**src/rtl/pcmrx_pkg.sv**
```systemverilog
package pcmrx_pkg;

  typedef enum logic {
    FMT_I2S = 1'b0,
    FMT_LJ  = 1'b1
  } pcmrx_fmt_e;

  // number of bit clocks between the word-select change and the MSB
  function automatic int unsigned msb_lag(pcmrx_fmt_e f);
    return (f == FMT_LJ) ? 0 : 1;
  endfunction

endpackage

```
**src/rtl/pcmrx_deser.sv**
```systemverilog
module pcmrx_deser
  import pcmrx_pkg::*;
#(
  parameter int unsigned SAMPLE_W = 24
) (
  input  logic                clk,
  input  logic                rst_n,
  input  pcmrx_fmt_e          fmt,
  input  logic                ws,
  input  logic                sd,
  output logic                word_done,
  output logic                word_right,
  output logic [SAMPLE_W-1:0] word_data
);

  localparam int unsigned POS_MAX = SAMPLE_W + 1;
  localparam int unsigned PW      = $clog2(POS_MAX + 1);
  localparam int unsigned KW      = PW + 1;

  logic                ws_q;
  logic                started_q;
  logic [PW-1:0]       pos_q, pos_d;
  logic [SAMPLE_W-1:0] acc_q, acc_d, acc_base;
  logic                ws_change;
  logic [KW-1:0]       lag;
  logic [KW-1:0]       slot_k;
  logic                in_word;

  assign ws_change = (ws != ws_q);
  assign lag       = KW'(msb_lag(fmt));

  // bit position counted from the word-select change, saturating
  always_comb begin
    if (ws_change)                  pos_d = '0;
    else if (pos_q == PW'(POS_MAX)) pos_d = pos_q;
    else                            pos_d = pos_q + 1'b1;
  end

  assign slot_k   = {1'b0, pos_d} - lag;
  assign in_word  = ({1'b0, pos_d} >= lag) && (slot_k < KW'(SAMPLE_W));
  assign acc_base = ws_change ? '0 : acc_q;

  // each sample bit picks up the serial bit only in its own slot
  for (genvar g = 0; g < SAMPLE_W; g++) begin : g_bit
    assign acc_d[g] = (in_word && (slot_k == KW'(SAMPLE_W - 1 - g))) ? sd : acc_base[g];
  end

  always_ff @(posedge clk or negedge rst_n) begin
    if (!rst_n) begin
      ws_q      <= 1'b0;
      started_q <= 1'b0;
      pos_q     <= '0;
      acc_q     <= '0;
    end else begin
      ws_q      <= ws;
      started_q <= started_q | ws_change;
      pos_q     <= pos_d;
      acc_q     <= acc_d;
    end
  end

  assign word_done  = started_q && ws_change;
  assign word_right = ws_q;
  assign word_data  = acc_q;

endmodule

```
**src/rtl/pcmrx_pair.sv**
```systemverilog
module pcmrx_pair #(
  parameter int unsigned SAMPLE_W = 24
) (
  input  logic                clk,
  input  logic                rst_n,
  input  logic                word_done,
  input  logic                word_right,
  input  logic [SAMPLE_W-1:0] word_data,
  input  logic                out_ready,
  output logic                out_valid,
  output logic [SAMPLE_W-1:0] out_left,
  output logic [SAMPLE_W-1:0] out_right,
  output logic                frame_done,
  output logic                frame_zero
);

  logic [SAMPLE_W-1:0] left_hold_q;
  logic                left_ok_q;
  logic                load;

  assign frame_done = word_done && word_right && left_ok_q;
  assign frame_zero = (left_hold_q == '0) && (word_data == '0);
  assign load       = frame_done && (!out_valid || out_ready);

  always_ff @(posedge clk or negedge rst_n) begin
    if (!rst_n) begin
      left_hold_q <= '0;
      left_ok_q   <= 1'b0;
    end else if (word_done) begin
      if (!word_right) begin
        left_hold_q <= word_data;
        left_ok_q   <= 1'b1;
      end else begin
        left_ok_q   <= 1'b0;
      end
    end
  end

  always_ff @(posedge clk or negedge rst_n) begin
    if (!rst_n) begin
      out_valid <= 1'b0;
      out_left  <= '0;
      out_right <= '0;
    end else if (load) begin
      out_valid <= 1'b1;
      out_left  <= left_hold_q;
      out_right <= word_data;
    end else if (out_ready) begin
      out_valid <= 1'b0;
    end
  end

  p_hold_stable_r7: assert property (@(posedge clk) disable iff (!rst_n)
    (out_valid && !out_ready) |=> (out_valid && $stable(out_left) && $stable(out_right)))
    else $error("R7 output changed under back-pressure");

  p_valid_drop_r8: assert property (@(posedge clk) disable iff (!rst_n)
    (out_valid && out_ready && !frame_done) |=> !out_valid)
    else $error("R8 valid stayed high after handshake");

endmodule

```
**src/rtl/pcmrx_zero_watch.sv**
```systemverilog
module pcmrx_zero_watch #(
  parameter int unsigned ZERO_FRAMES = 8192
) (
  input  logic clk,
  input  logic rst_n,
  input  logic frame_done,
  input  logic frame_zero,
  output logic zero_det
);

  localparam int unsigned CW = $clog2(ZERO_FRAMES + 1);

  logic [CW-1:0] run_q;

  always_ff @(posedge clk or negedge rst_n) begin
    if (!rst_n) begin
      run_q    <= '0;
      zero_det <= 1'b0;
    end else if (frame_done) begin
      if (frame_zero) begin
        if (run_q != CW'(ZERO_FRAMES)) run_q <= run_q + 1'b1;
        zero_det <= (run_q >= CW'(ZERO_FRAMES - 1));
      end else begin
        run_q    <= '0;
        zero_det <= 1'b0;
      end
    end
  end

  p_zero_rise_r9: assert property (@(posedge clk) disable iff (!rst_n)
    $rose(zero_det) |-> $past(frame_done && frame_zero))
    else $error("R9 flag rose without a zero frame");

  p_zero_clear_r10: assert property (@(posedge clk) disable iff (!rst_n)
    (frame_done && !frame_zero) |=> !zero_det)
    else $error("R10 flag survived a nonzero frame");

  p_run_sat_r11: assert property (@(posedge clk) disable iff (!rst_n)
    run_q <= CW'(ZERO_FRAMES))
    else $error("R11 run counter passed its limit");

endmodule

```
**src/rtl/pcm_serial_rx.sv**
```systemverilog
module pcm_serial_rx
  import pcmrx_pkg::*;
#(
  parameter int unsigned SAMPLE_W    = 24,
  parameter int unsigned ZERO_FRAMES = 8192
) (
  input  logic                bclk,
  input  logic                rst_n,
  input  logic                fmt_lj,
  input  logic                ws,
  input  logic                sd,
  output logic                out_valid,
  input  logic                out_ready,
  output logic [SAMPLE_W-1:0] out_left,
  output logic [SAMPLE_W-1:0] out_right,
  output logic                zero_det
);

  logic                word_done;
  logic                word_right;
  logic [SAMPLE_W-1:0] word_data;
  logic                frame_done;
  logic                frame_zero;

  pcmrx_deser #(.SAMPLE_W(SAMPLE_W)) u_deser (
    .clk        (bclk),
    .rst_n      (rst_n),
    .fmt        (pcmrx_fmt_e'(fmt_lj)),
    .ws         (ws),
    .sd         (sd),
    .word_done  (word_done),
    .word_right (word_right),
    .word_data  (word_data)
  );

  pcmrx_pair #(.SAMPLE_W(SAMPLE_W)) u_pair (
    .clk        (bclk),
    .rst_n      (rst_n),
    .word_done  (word_done),
    .word_right (word_right),
    .word_data  (word_data),
    .out_ready  (out_ready),
    .out_valid  (out_valid),
    .out_left   (out_left),
    .out_right  (out_right),
    .frame_done (frame_done),
    .frame_zero (frame_zero)
  );

  pcmrx_zero_watch #(.ZERO_FRAMES(ZERO_FRAMES)) u_zero (
    .clk        (bclk),
    .rst_n      (rst_n),
    .frame_done (frame_done),
    .frame_zero (frame_zero),
    .zero_det   (zero_det)
  );

endmodule

```
**config.mk**
```make
export PLATFORM = sky130hd
export DESIGN_NAME = pcm_serial_rx
export DESIGN_NICKNAME = d
export VERILOG_FILES = /design/src/rtl/pcmrx_pkg.sv /design/src/rtl/pcmrx_deser.sv /design/src/rtl/pcmrx_pair.sv /design/src/rtl/pcmrx_zero_watch.sv /design/src/rtl/pcm_serial_rx.sv
export SDC_FILE = /design/constraint.sdc
export NUM_CORES = 1
export LEC_CHECK = 0
export ABC_AREA = 0
export BUFFER_PORTS_ARGS = -buffer_cell sky130_fd_sc_hd__buf_2
export CORE_MARGIN = 2
export CORE_UTILIZATION = 55
export CTS_CLUSTER_DIAMETER = 100
export CTS_CLUSTER_SIZE = 25
export DETAILED_ROUTE_END_ITERATION = 12
export GPL_ROUTABILITY_DRIVEN = 0
export GPL_TIMING_DRIVEN = 0
export PLACE_DENSITY = 0.83
export SYNTH_ARGS = -nofsm -noshare
export SYNTH_HDL_FRONTEND = slang
export SYNTH_SLANG_ARGS = --single-unit
```
**constraint.sdc**
```tcl
create_clock -name bclk -period 4.2 [get_ports bclk]
set_input_delay 0 -clock bclk [delete_from_list [all_inputs] [get_ports bclk]]
set_output_delay 0 -clock bclk [all_outputs]
set_load 0.005 [all_outputs]
```
==> results of run 1 <==
-- power by group --
group | leakage, nW | switching (mW) | internal [mW] | total, mW
Sequential | 1.65 | 0.0790 | 1.25 | 1.33
Combinational | 1.23 | 0.271 | 0.177 | 0.448
Clock | 0.254 | 0.535 | 0.740 | 1.28
-- cell families after synthesis --
group                    Yosys count  synth area share, %
AO/OA/AOI/OAI                     64                 8.97
XOR/XNOR                          18                 3.10
adder cells (fa/ha/maj)            6                 1.41
buffers and inverters             34                 2.58
flip-flops                       120                 56.4
multiplexers                      86                 17.9
AND/OR/NAND/NOR                   97                 9.70
-- flip-flops by register name, indices dropped and copies added (netlist names) --
register / count
u_deser.word_data: 24
u_pair.left_hold_q: 24
u_pair.out_left: 24
u_pair.out_right: 24
u_zero.run_q: 14
u_deser.pos_q: 5
u_deser.started_q: 1
u_deser.word_right: 1
u_pair.left_ok_q: 1
u_pair.out_valid: 1
u_zero.zero_det: 1
-- repair_timing --
item,4_1_cts,5_1_grt
hold buffers,5,0
gates resized for setup,0,3
endpoints found under the hold margin,127,0
endpoints found under the setup margin,0,8
-- final timing paths --
| path | from | to | slack, ns | depth (start not counted) |
|---|---|---|---|---|
| min in group bclk | fmt_lj | u_deser.word_data[12] | 0.18 | 5 |
| max reg2reg | u_deser.word_right | u_deser.word_data[10] | 0.38 | 11 |
| max in group asynchronous | rst_n | u_deser.pos_q[4] | 3.12 | 3 |
| min reg2reg | u_zero.zero_det | u_zero.zero_det | 0.49 | 2 |
| max | u_deser.word_right | u_deser.word_data[10] | 0.38 | 11 |
| min | rst_n | u_zero.run_q[7] | 0.08 | 3 |
-- layout by cell type (no fill, tap or decap), drive strengths merged, types with 2 or more instances in the layout --
cell         count
a21oi           12
nand4            9
nand2           23
a211oi           9
nand3            9
or3              3
dfrtp          120
dlygate4sd3      5
o2111ai          5
o311ai           9
nor4            14
o211ai           4
o21ai            7
nor2            19
ha               6
xnor2            5
inv             16
clkinvlp         3
or4              3
nor3             4
nand2b           2
mux2i           13
o31ai            6
o41ai            8
and3             5
buf             66
nand4b           2
xor2            13
clkbuf          29
clkinv           7
mux2            73
-- metal layers --
| layer | track usage (%) | routed length (µm) | vias up |
|---|---|---|---|
| li1 | - | - | 1740 |
| met2 | 38.2 | 5930 | 143 |
| met3 | 5.68 | 591 | 23 |
| met1 | 32.9 | 5330 | 1950 |
| met5 | 0 | 0 | - |
| met4 | 10.1 | 262 | 0 |
-- worst register-to-register path: stages, from the launching register on --
cell      delay, ns
dfrtp_1        0.44
xnor2_1        0.32
clkbuf_2       0.29
buf_2          0.28
nand2_1        0.11
ha_1           0.24
ha_1           0.28
clkbuf_1       0.36
inv_2          0.17
or4_4          0.58
a211oi_1       0.43
mux2i_1        0.25
-- final cells by class --
cell class / instances / area [µm²]
multi-input cells: 271 / 2190
fillers: 680 / 2950
flip-flops and latches: 120 / 3000
clock inverters: 13 / 98.8
inverters: 13 / 48.8
clock buffers: 18 / 428
plain buffers: 21 / 90.1
well taps: 129 / 161
repair buffers: 61 / 359
==> flow_summary_export.csv, run 1 <==
group,metric,value,unit
critical_path,worst-setup-path-type,"reg2reg",
yosys,syn-num-nets,437,
yosys,synth_common_cells,"120 x dfrtp_1, 73 x mux2_2, 23 x nand2_1",
drt,first_pass_iters,5,
pwr,power,3.05,mW
yosys,synthesis.area,0.00533,mm²
yosys,postSynthCellCount,425,
clock_network,post-cts-setup-buffers,0,
layout,syn_to_final_growth,19.7,%
global_routing,grt_max_degree,106,
layout,antennaDiodeCount,0,
drt,vias_per_cell,5.97,
sta,min_period,3.82,ns
sta,fmaxAchievable,0.262,GHz
critical_path,cp_slowest_cell,"or4_4",
yosys,yosys_warnings,0,
sta,max_slew_margin,51.8,%
critical_path,critPathLaunchType,"flop",
yosys,synthArstFlopShare,100,%
clock_network,cts_buffers,17,
drt,drt-total-wl,12100,µm
sta,slew_viol_final,0,
place,io_buffers,55,
layout,final_nets,517,
yosys,ys_seq_area_share,56.4,%
global_routing,grt.overflow.total,0,
critical_path,crit_buf_inv,4,
drt,wl_per_cell,18.7,µm
clock_network,cts_sinks,120,
clock_network,htreeDepth,4,
drt,drc,0,
layout,drive_gt1_share,34.8,%
die,dieArea,0.0105,mm²
yosys,synth_ff_type,"dfrtp_1",
yosys,synth_edf_count,0,
yosys,synth_top_area_share,56.4,%
yosys,yosysTopAreaCell,"dfrtp_1",
critical_path,cp_common_cell,"ha_1",
critical_path,critPathArrivalTime,4.26,ns
sta,post-route-period-util,91.0,%
clock_network,cts_tree,"yes",
clock_network,root_buffer,"clkbuf_8",
pwr,powerDensity,478,mW/mm²
global_routing,grt_pass1_wl,19300,µm
sta,hold_ws,0.0838,ns
yosys,ys_top_cells_by_area,"dfrtp_1 56%, mux2_2 15%, mux2i_1 2.4%, xor2_1 2.1%, nor4_1 1.6%",
sta,setup_viol,0,
critical_path,cpPeakStageDelay,0.58,ns
yosys,synth.distinct_cells,43,
sta,setup_tns,0,ns
yosys,synth_area_per_cell,12.5,µm²
drt,drtIter0Drc,268,
place,place_area,0.00580,mm²
die,die_w,102,µm
sta,rsz0062_at_grt,"false",
clock_network,clk_latency,0.52,ns
clock_network,clk_transition_reported_paths,0.06,ns
global_routing,antenna_found_initial,0,
yosys,synth_seq_cells,120,
drt,postRouteAntennaNets,0,
place,place_inst,610,
die,core_region_area,0.00933,mm²
critical_path,crit_required,4.64,ns
global_routing,grt_pass1_vias,3778,
critical_path,path_max_fanout,10,
layout,final_util,68.4,%
drt,vias,3856,
pwr,leakagePower,3.14,nW
critical_path,end_kind,"flop",
sta,hold_viol_final,0,
sta,tightest_slew,0.722,ns
yosys,synth_most_common_cell,"dfrtp_1",
sta,finalClockSkew,0.00622,ns
layout,final_cell_area,0.00638,mm²
place,dp_hpwl,8300,µm
run_status,status,"completed",
layout,fin_cells,646,
die,initial_core_util,57.1,%
die,die_h,102,µm
hold_path,hold_class,"in2async",
die,num_rows,35,
global_routing,track_usage,24.4,%
place,dp_slack,0.125,ns
critical_path,cp_top_family,"buffers and inverters",
critical_path,crit_chain,"xnor2_1 > clkbuf_2 > buf_2 > nand2_1 > ha_1 > ha_1 > clkbuf_1 > inv_2 > or4_4 > a211oi_1 > mux2i_1",
pwr,irDropWorstVdd,0.263,mV
die,ios,56,
sta,fin_ws,0.377,ns
clock_network,clock_path_buffers,2,
job,drv_cap,0,
Power figures use the tool's default switching activity.
==> inputs of run 2 (changes only) <==
--- a/config.mk
+++ b/config.mk
@@ -8,13 +8,13 @@
 export ABC_AREA = 0
 export BUFFER_PORTS_ARGS = -buffer_cell sky130_fd_sc_hd__buf_2
 export CORE_MARGIN = 2
-export CORE_UTILIZATION = 55
+export CORE_UTILIZATION = 43
 export CTS_CLUSTER_DIAMETER = 100
 export CTS_CLUSTER_SIZE = 25
 export DETAILED_ROUTE_END_ITERATION = 12
 export GPL_ROUTABILITY_DRIVEN = 0
 export GPL_TIMING_DRIVEN = 0
-export PLACE_DENSITY = 0.83
+export PLACE_DENSITY = 0.69
 export SYNTH_ARGS = -nofsm -noshare
 export SYNTH_HDL_FRONTEND = slang
 export SYNTH_SLANG_ARGS = --single-unit
==> run 2 against run 1 <==
Clock skew grew 0.0023 ns. Clock power up 15%. Final area rose by 1.7%. Power rose by 6.2%. Largest power group is now the clock network. Count of clock-buffer cells in the layout is 2 higher. Largest cell class unchanged. Via count fell by 3.2%. Register-to-register slack got worse by 0.05 ns. Utilization decreased by 15 points. Sequential share of layout area fell by 0.77 points. Critical path type unchanged.
==> flow_summary_export.csv, run 2 (synthesis results as in run 1) <==
group,metric,value,unit
sta,setup_tns,0,ns
critical_path,cp_common_cell,"ha_1",
die,core_region_area,0.0121,mm²
global_routing,grt_pass1_vias,3738,
layout,layout_commonest_cell,"dfrtp_1",
global_routing,grt_pass1_wl,19200,µm
critical_path,critPathCapture,"u_deser.word_data[10]",
die,num_rows,40,
sta,post-route-period-util,92.2,%
die,die_h,115,µm
place,io_buffers,55,
drt,drt-total-wl,11800,µm
pwr,p_seq_share,40.9,%
sta,min_period,3.87,ns
critical_path,end_kind,"flop",
place,dp_hpwl,8260,µm
sta,slew_viol_final,0,
critical_path,startpoint,"u_deser.word_right",
sta,hold_viol_final,0,
sta,max_slew_margin,51.3,%
drt,vias,3734,
drt,drc,0,
global_routing,grt.overflow.total,0,
global_routing,antenna_found_initial,0,
drt,wl_per_cell,17.3,µm
place,place_inst,649,
layout,final_nets,515,
critical_path,r2r_end,"u_deser.word_data[10]",
drt,first_pass_iters,4,
clock_network,cts_tree,"yes",
critical_path,r2r.worst_path.cells,11,
pwr,irDropWorstVdd,0.302,mV
sta,tightest_slew,0.729,ns
die,die_w,115,µm
layout,syn_to_final_growth,21.7,%
clock_network,clk_transition_reported_paths,0.05,ns
drt,vias_per_cell,5.47,
pwr,swShare,26.4,%
pwr,internal_power,2.38,mW
critical_path,r2r_start,"u_deser.word_right",
layout,fin_cells,683,
sta,setup_viol,0,
die,dieArea,0.0133,mm²
clock_network,root_buffer,"clkbuf_16",
layout,drive_gt1_share,34.8,%
die,ios,56,
sta,finalClockSkew,0.00856,ns
drt,postRouteAntennaNets,0,
critical_path,crit_chain,"xnor2_1 > clkbuf_2 > buf_2 > nand2_1 > ha_1 > ha_1 > clkbuf_1 > inv_2 > or4_4 > a211oi_1 > mux2i_1",
critical_path,worst-setup-path-type,"reg2reg",
clock_network,clock_path_buffers,2,
pwr,powerDensity,500,mW/mm²
job,drv_cap,0,
critical_path,critPathLaunchType,"flop",
pwr,leakagePower,3.16,nW
die,initial_core_util,44.2,%
sta,fmaxAchievable,0.258,GHz
pwr,pwr-share-clk,45.5,%
clock_network,post-cts-setup-buffers,0,
clock_network,clk_latency,0.41,ns
clock_network,htreeDepth,4,
pwr,p_comb_share,13.6,%
drt,drtIter0Drc,258,
critical_path,critPathArrivalTime,4.19,ns
layout,layout_common_cells,"120 x dfrtp_1, 73 x mux2_2, 62 x buf_2, 23 x nand2_1, 18 x nor2_1",
critical_path,cp_slowest_cell,"or4_4",
global_routing,track_usage,18.9,%
layout,final_util,53.7,%
sta,rsz0062_at_grt,"false",
run_status,status,"completed",
global_routing,grt_max_degree,65,
pwr,p_switching,856,µW
hold_path,hold_class,"in2reg",
critical_path,path_max_fanout,10,
critical_path,reg2reg_setup_slack,0.33,ns
clock_network,cts_sinks,120,
clock_network,cts_buffers,17,
layout,antennaDiodeCount,0,
critical_path,cpPeakStageDelay,0.56,ns
critical_path,crit_required,4.52,ns
## run 2: layer usage
| layer | vias up | track usage (%) | wire, µm | part of all wire (%) |
|---|---|---|---|---|
| met3 | 8 | 5.17 | 527 | 4.5 |
| met5 | - | 0 | 0 | 0 |
| met4 | 0 | 6.02 | 112 | 0.95 |
| met1 | 1898 | 25.7 | 5490 | 47 |
| met2 | 89 | 29.6 | 5660 | 48 |
| li1 | 1739 | - | - | - |
## run 2: timing repair
action | CTS | global route
hold buffers | 3 | 0
endpoints found under the setup margin | 0 | 8
resized for setup | 0 | 3
endpoints found under the hold margin | 59 | 0
## run 2: how the worst min path moves through the flow
stage	end	depth (start not counted)	startpoint
after floorplan	u_deser.pos_q[0]	0	rst_n
after global placement	u_deser.word_right	1	ws
final	u_deser.word_data[5]	3	sd
after detailed placement	u_deser.pos_q[0]	1	rst_n
after global routing	u_deser.word_data[5]	3	sd
after CTS	u_deser.word_data[15]	3	sd
## run 2: per-stage QoR
| step | total power [mW] | setup slack, ns | instance area, µm² | hold slack, ns |
|---|---|---|---|---|
| detailed placement | 1.78 | 0.0510 | 5850 | 0.00121 |
| CTS | 3.26 | 0.00338 | 6480 | 0.00225 |
| finish | 3.24 | 0.330 | 6480 | 0.0358 |
| global placement | 1.76 | 0.134 | 5810 | 0.194 |
| global route | 3.37 | 0.111 | 6480 | 0.0351 |
| floorplan | 1.61 | 0.819 | 5330 | -0.296 |
## run 2: worst max-delay path, delay by kind of cell, from the launching register on
kind | cells | cell delay (ns)
buffers and inverters | 4 | 1.14
and+or+nand+nor | 2 | 0.67
adders and majority gates | 2 | 0.54
DFF | 1 | 0.44
AOI/OAI and AO/OA | 1 | 0.42
xor gates and xnor gates | 1 | 0.32
muxes | 1 | 0.24
## run 2: power groups by stage
stage / sequential (mW) / combinational (mW) / clock [mW]
after floorplan: 1.32 / 0.283 / 0
after global placement: 1.34 / 0.420 / 0
after detailed placement: 1.34 / 0.436 / 0
after CTS: 1.32 / 0.443 / 1.49
after global routing: 1.34 / 0.487 / 1.55
final: 1.32 / 0.440 / 1.47
## run 2: final cells by class
class,instances,area (µm²)
clock inverter,11,148
multi-input combinational,271,2190
sequential,120,3000
fill,1018,5580
inverter,13,48.8
buffer,21,90.1
tap,168,210
timing repair buffer,59,339
clock buffer,20,457
==> inputs of run 3 (changes only) <==
--- a/config.mk
+++ b/config.mk
@@ -9,6 +9,7 @@
 export BUFFER_PORTS_ARGS = -buffer_cell sky130_fd_sc_hd__buf_2
 export CORE_MARGIN = 2
 export CORE_UTILIZATION = 43
+export CTS_BUF_LIST = sky130_fd_sc_hd__clkbuf_8
 export CTS_CLUSTER_DIAMETER = 100
 export CTS_CLUSTER_SIZE = 25
 export DETAILED_ROUTE_END_ITERATION = 12
==> run 3 against run 2 <==
Clock skew fell by 0.00085 ns. Global-route usage down 0.095 points. Power decreased by 12%. Register-to-register slack hardly changed. Largest power group is now registers. Count of clock-buffer cells in the layout down 1. Critical endpoint unchanged. Non-clock buffer count rose by 1. Sequential cell count unchanged. Die area is the same. Hold slack gained 0.058 ns. Via count down 0.48%. Sequential power about the same. Combinational power about the same.
==> flow_summary_export.csv, run 3 (synthesis results as in run 1) <==
group,metric,value,unit
layout,layout_common_cells,"120 x dfrtp_1, 73 x mux2_2, 62 x buf_2, 23 x nand2_1, 19 x clkbuf_8",
global_routing,grt_pass1_vias,3694,
die,core_region_area,0.0121,mm²
sta,tightest_slew,0.704,ns
clock_network,clk_latency,0.43,ns
sta,setup_tns,0,ns
critical_path,crit_required,4.55,ns
place,dp_slack,0.0510,ns
pwr,p_seq_share,46.6,%
drt,drtIter0Drc,256,
layout,layout_commonest_cell,"dfrtp_1",
critical_path,cp_slowest_cell,"or4_4",
clock_network,cts_sinks,120,
layout,fin_cells,684,
die,die_w,115,µm
die,initial_core_util,44.2,%
pwr,swShare,28.3,%
clock_network,htreeDepth,4,
hold_path,hold_class,"in2async",
critical_path,worst-setup-path-type,"reg2reg",
sta,post-route-period-util,92.4,%
die,dieArea,0.0133,mm²
clock_network,root_buffer,"clkbuf_8",
critical_path,cpPeakStageDelay,0.56,ns
layout,nFillCells,1046,
drt,vias_per_cell,5.43,
die,die_h,115,µm
drt,postRouteAntennaNets,0,
sta,finalClockSkew,0.00771,ns
sta,fmaxAchievable,0.258,GHz
run_status,status,"completed",
job,drv_cap,0,
place,dp_hpwl,8260,µm
critical_path,crit_buf_inv,4,
place,place_area,0.00585,mm²
drt,vias,3716,
sta,min_period,3.88,ns
die,ios,56,
pwr,internal_power,2.03,mW
global_routing,antenna_found_initial,0,
clock_network,clk_transition_reported_paths,0.07,ns
drt,wl_per_cell,17.0,µm
sta,max_slew_margin,53.0,%
clock_network,post-cts-setup-buffers,0,
pwr,power,2.84,mW
pwr,p_switching,804,µW
drt,first_pass_iters,4,
sta,hold_viol_final,0,
clock_network,cts_tree,"yes",
clock_network,cts_buffers,17,
sta,setup_viol,0,
critical_path,end_kind,"flop",
critical_path,critPathArrivalTime,4.23,ns
die,num_rows,40,
critical_path,crit_chain,"xnor2_1 > clkbuf_2 > buf_2 > nand2_1 > ha_1 > ha_1 > clkbuf_1 > inv_2 > or4_4 > a211oi_1 > mux2i_1",
critical_path,cp_top_family,"buffers and inverters",
place,io_buffers,55,
global_routing,grt_max_degree,65,
sta,fin_ws,0.317,ns
critical_path,critPathLaunchType,"flop",
layout,antennaDiodeCount,0,
global_routing,grt_pass1_wl,19100,µm
pwr,pwr-share-clk,37.9,%
global_routing,grt.overflow.total,0,
layout,syn_to_final_growth,18.3,%
sta,rsz0062_at_grt,"false",
global_routing,track_usage,18.8,%
pwr,powerDensity,450,mW/mm²
critical_path,cp_common_cell,"ha_1",
layout,drive_gt1_share,34.7,%
sta,hold_ws,0.0933,ns
layout,final_cell_area,0.00630,mm²
sta,slew_viol_final,0,
pwr,leakagePower,3.08,nW
clock_network,clock_path_buffers,2,
pwr,irDropWorstVdd,0.206,mV
critical_path,path_max_fanout,10,
layout,final_nets,516,
place,place_inst,649,
layout,final_util,52.2,%
pwr,p_comb_share,15.5,%
drt,drc,0,
drt,drt-total-wl,11700,µm
==> run 3: layout make-up <==
class / count / area, µm² / area share (%)
multi-input cells: 271 / 2190 / 34.7
flip-flops and latches: 120 / 3000 / 47.7
repair buffers: 60 / 349 / 5.54
clock buffers: 19 / 262 / 4.15
well taps: 168 / 210 / 3.34
plain buffers: 21 / 90.1 / 1.43
inverters: 13 / 48.8 / 0.774
clock inverters: 12 / 151 / 2.40
==> run 3: layer usage <==
layer | up-vias | track usage, % | part of all wire, %
li1 | 1741 | - | -
met1 | 1885 | 25.6 | 47
met2 | 84 | 29.2 | 48
met3 | 6 | 5.17 | 4.1
met4 | 0 | 6.27 | 0.67
met5 | - | 0 | 0
==> run 3: worst reg2reg max path, delay by kind of cell (launching register included) <==
family          cells  cell delay (ns)
compound gates      1             0.43
mux                 1             0.24
xor+xnor            1             0.31
fa+ha+maj           2             0.54
flops               1             0.44
buf+inv             4             1.16
simple gates        2             0.68
==> run 3: worst paths after layout <==
check                           slack, ns                     end               start  depth (start not counted)
max in group asynchronous            3.42  u_pair.left_hold_q[12]               rst_n                          3
min in group bclk                    0.25   u_deser.word_data[14]              fmt_lj                          5
worst max-delay path                 0.32   u_deser.word_data[10]  u_deser.word_right                         11
worst max register to register       0.32   u_deser.word_data[10]  u_deser.word_right                         11
worst min-delay path                 0.09        u_deser.pos_q[0]               rst_n                          2
worst min register to register       0.49         u_zero.zero_det     u_zero.zero_det                          2
==> run 3: power by group through the flow <==
stage / clock (mW) / combinational, mW / sequential, mW
3_3_place_gp: 0 / 0.420 / 1.34
5_1_grt: 1.16 / 0.486 / 1.33
3_5_place_dp: 0 / 0.436 / 1.34
4_1_cts: 1.10 / 0.442 / 1.32
6_report: 1.08 / 0.440 / 1.32
2_1_floorplan: 0 / 0.283 / 1.32
==> run 3: repair_timing <==
item	4_1_cts	5_1_grt
cloned	0	0
hold buffers	4	0
hold endpoints to repair	127	0
resized for setup	1	1
endpoints found under the setup margin	1	4
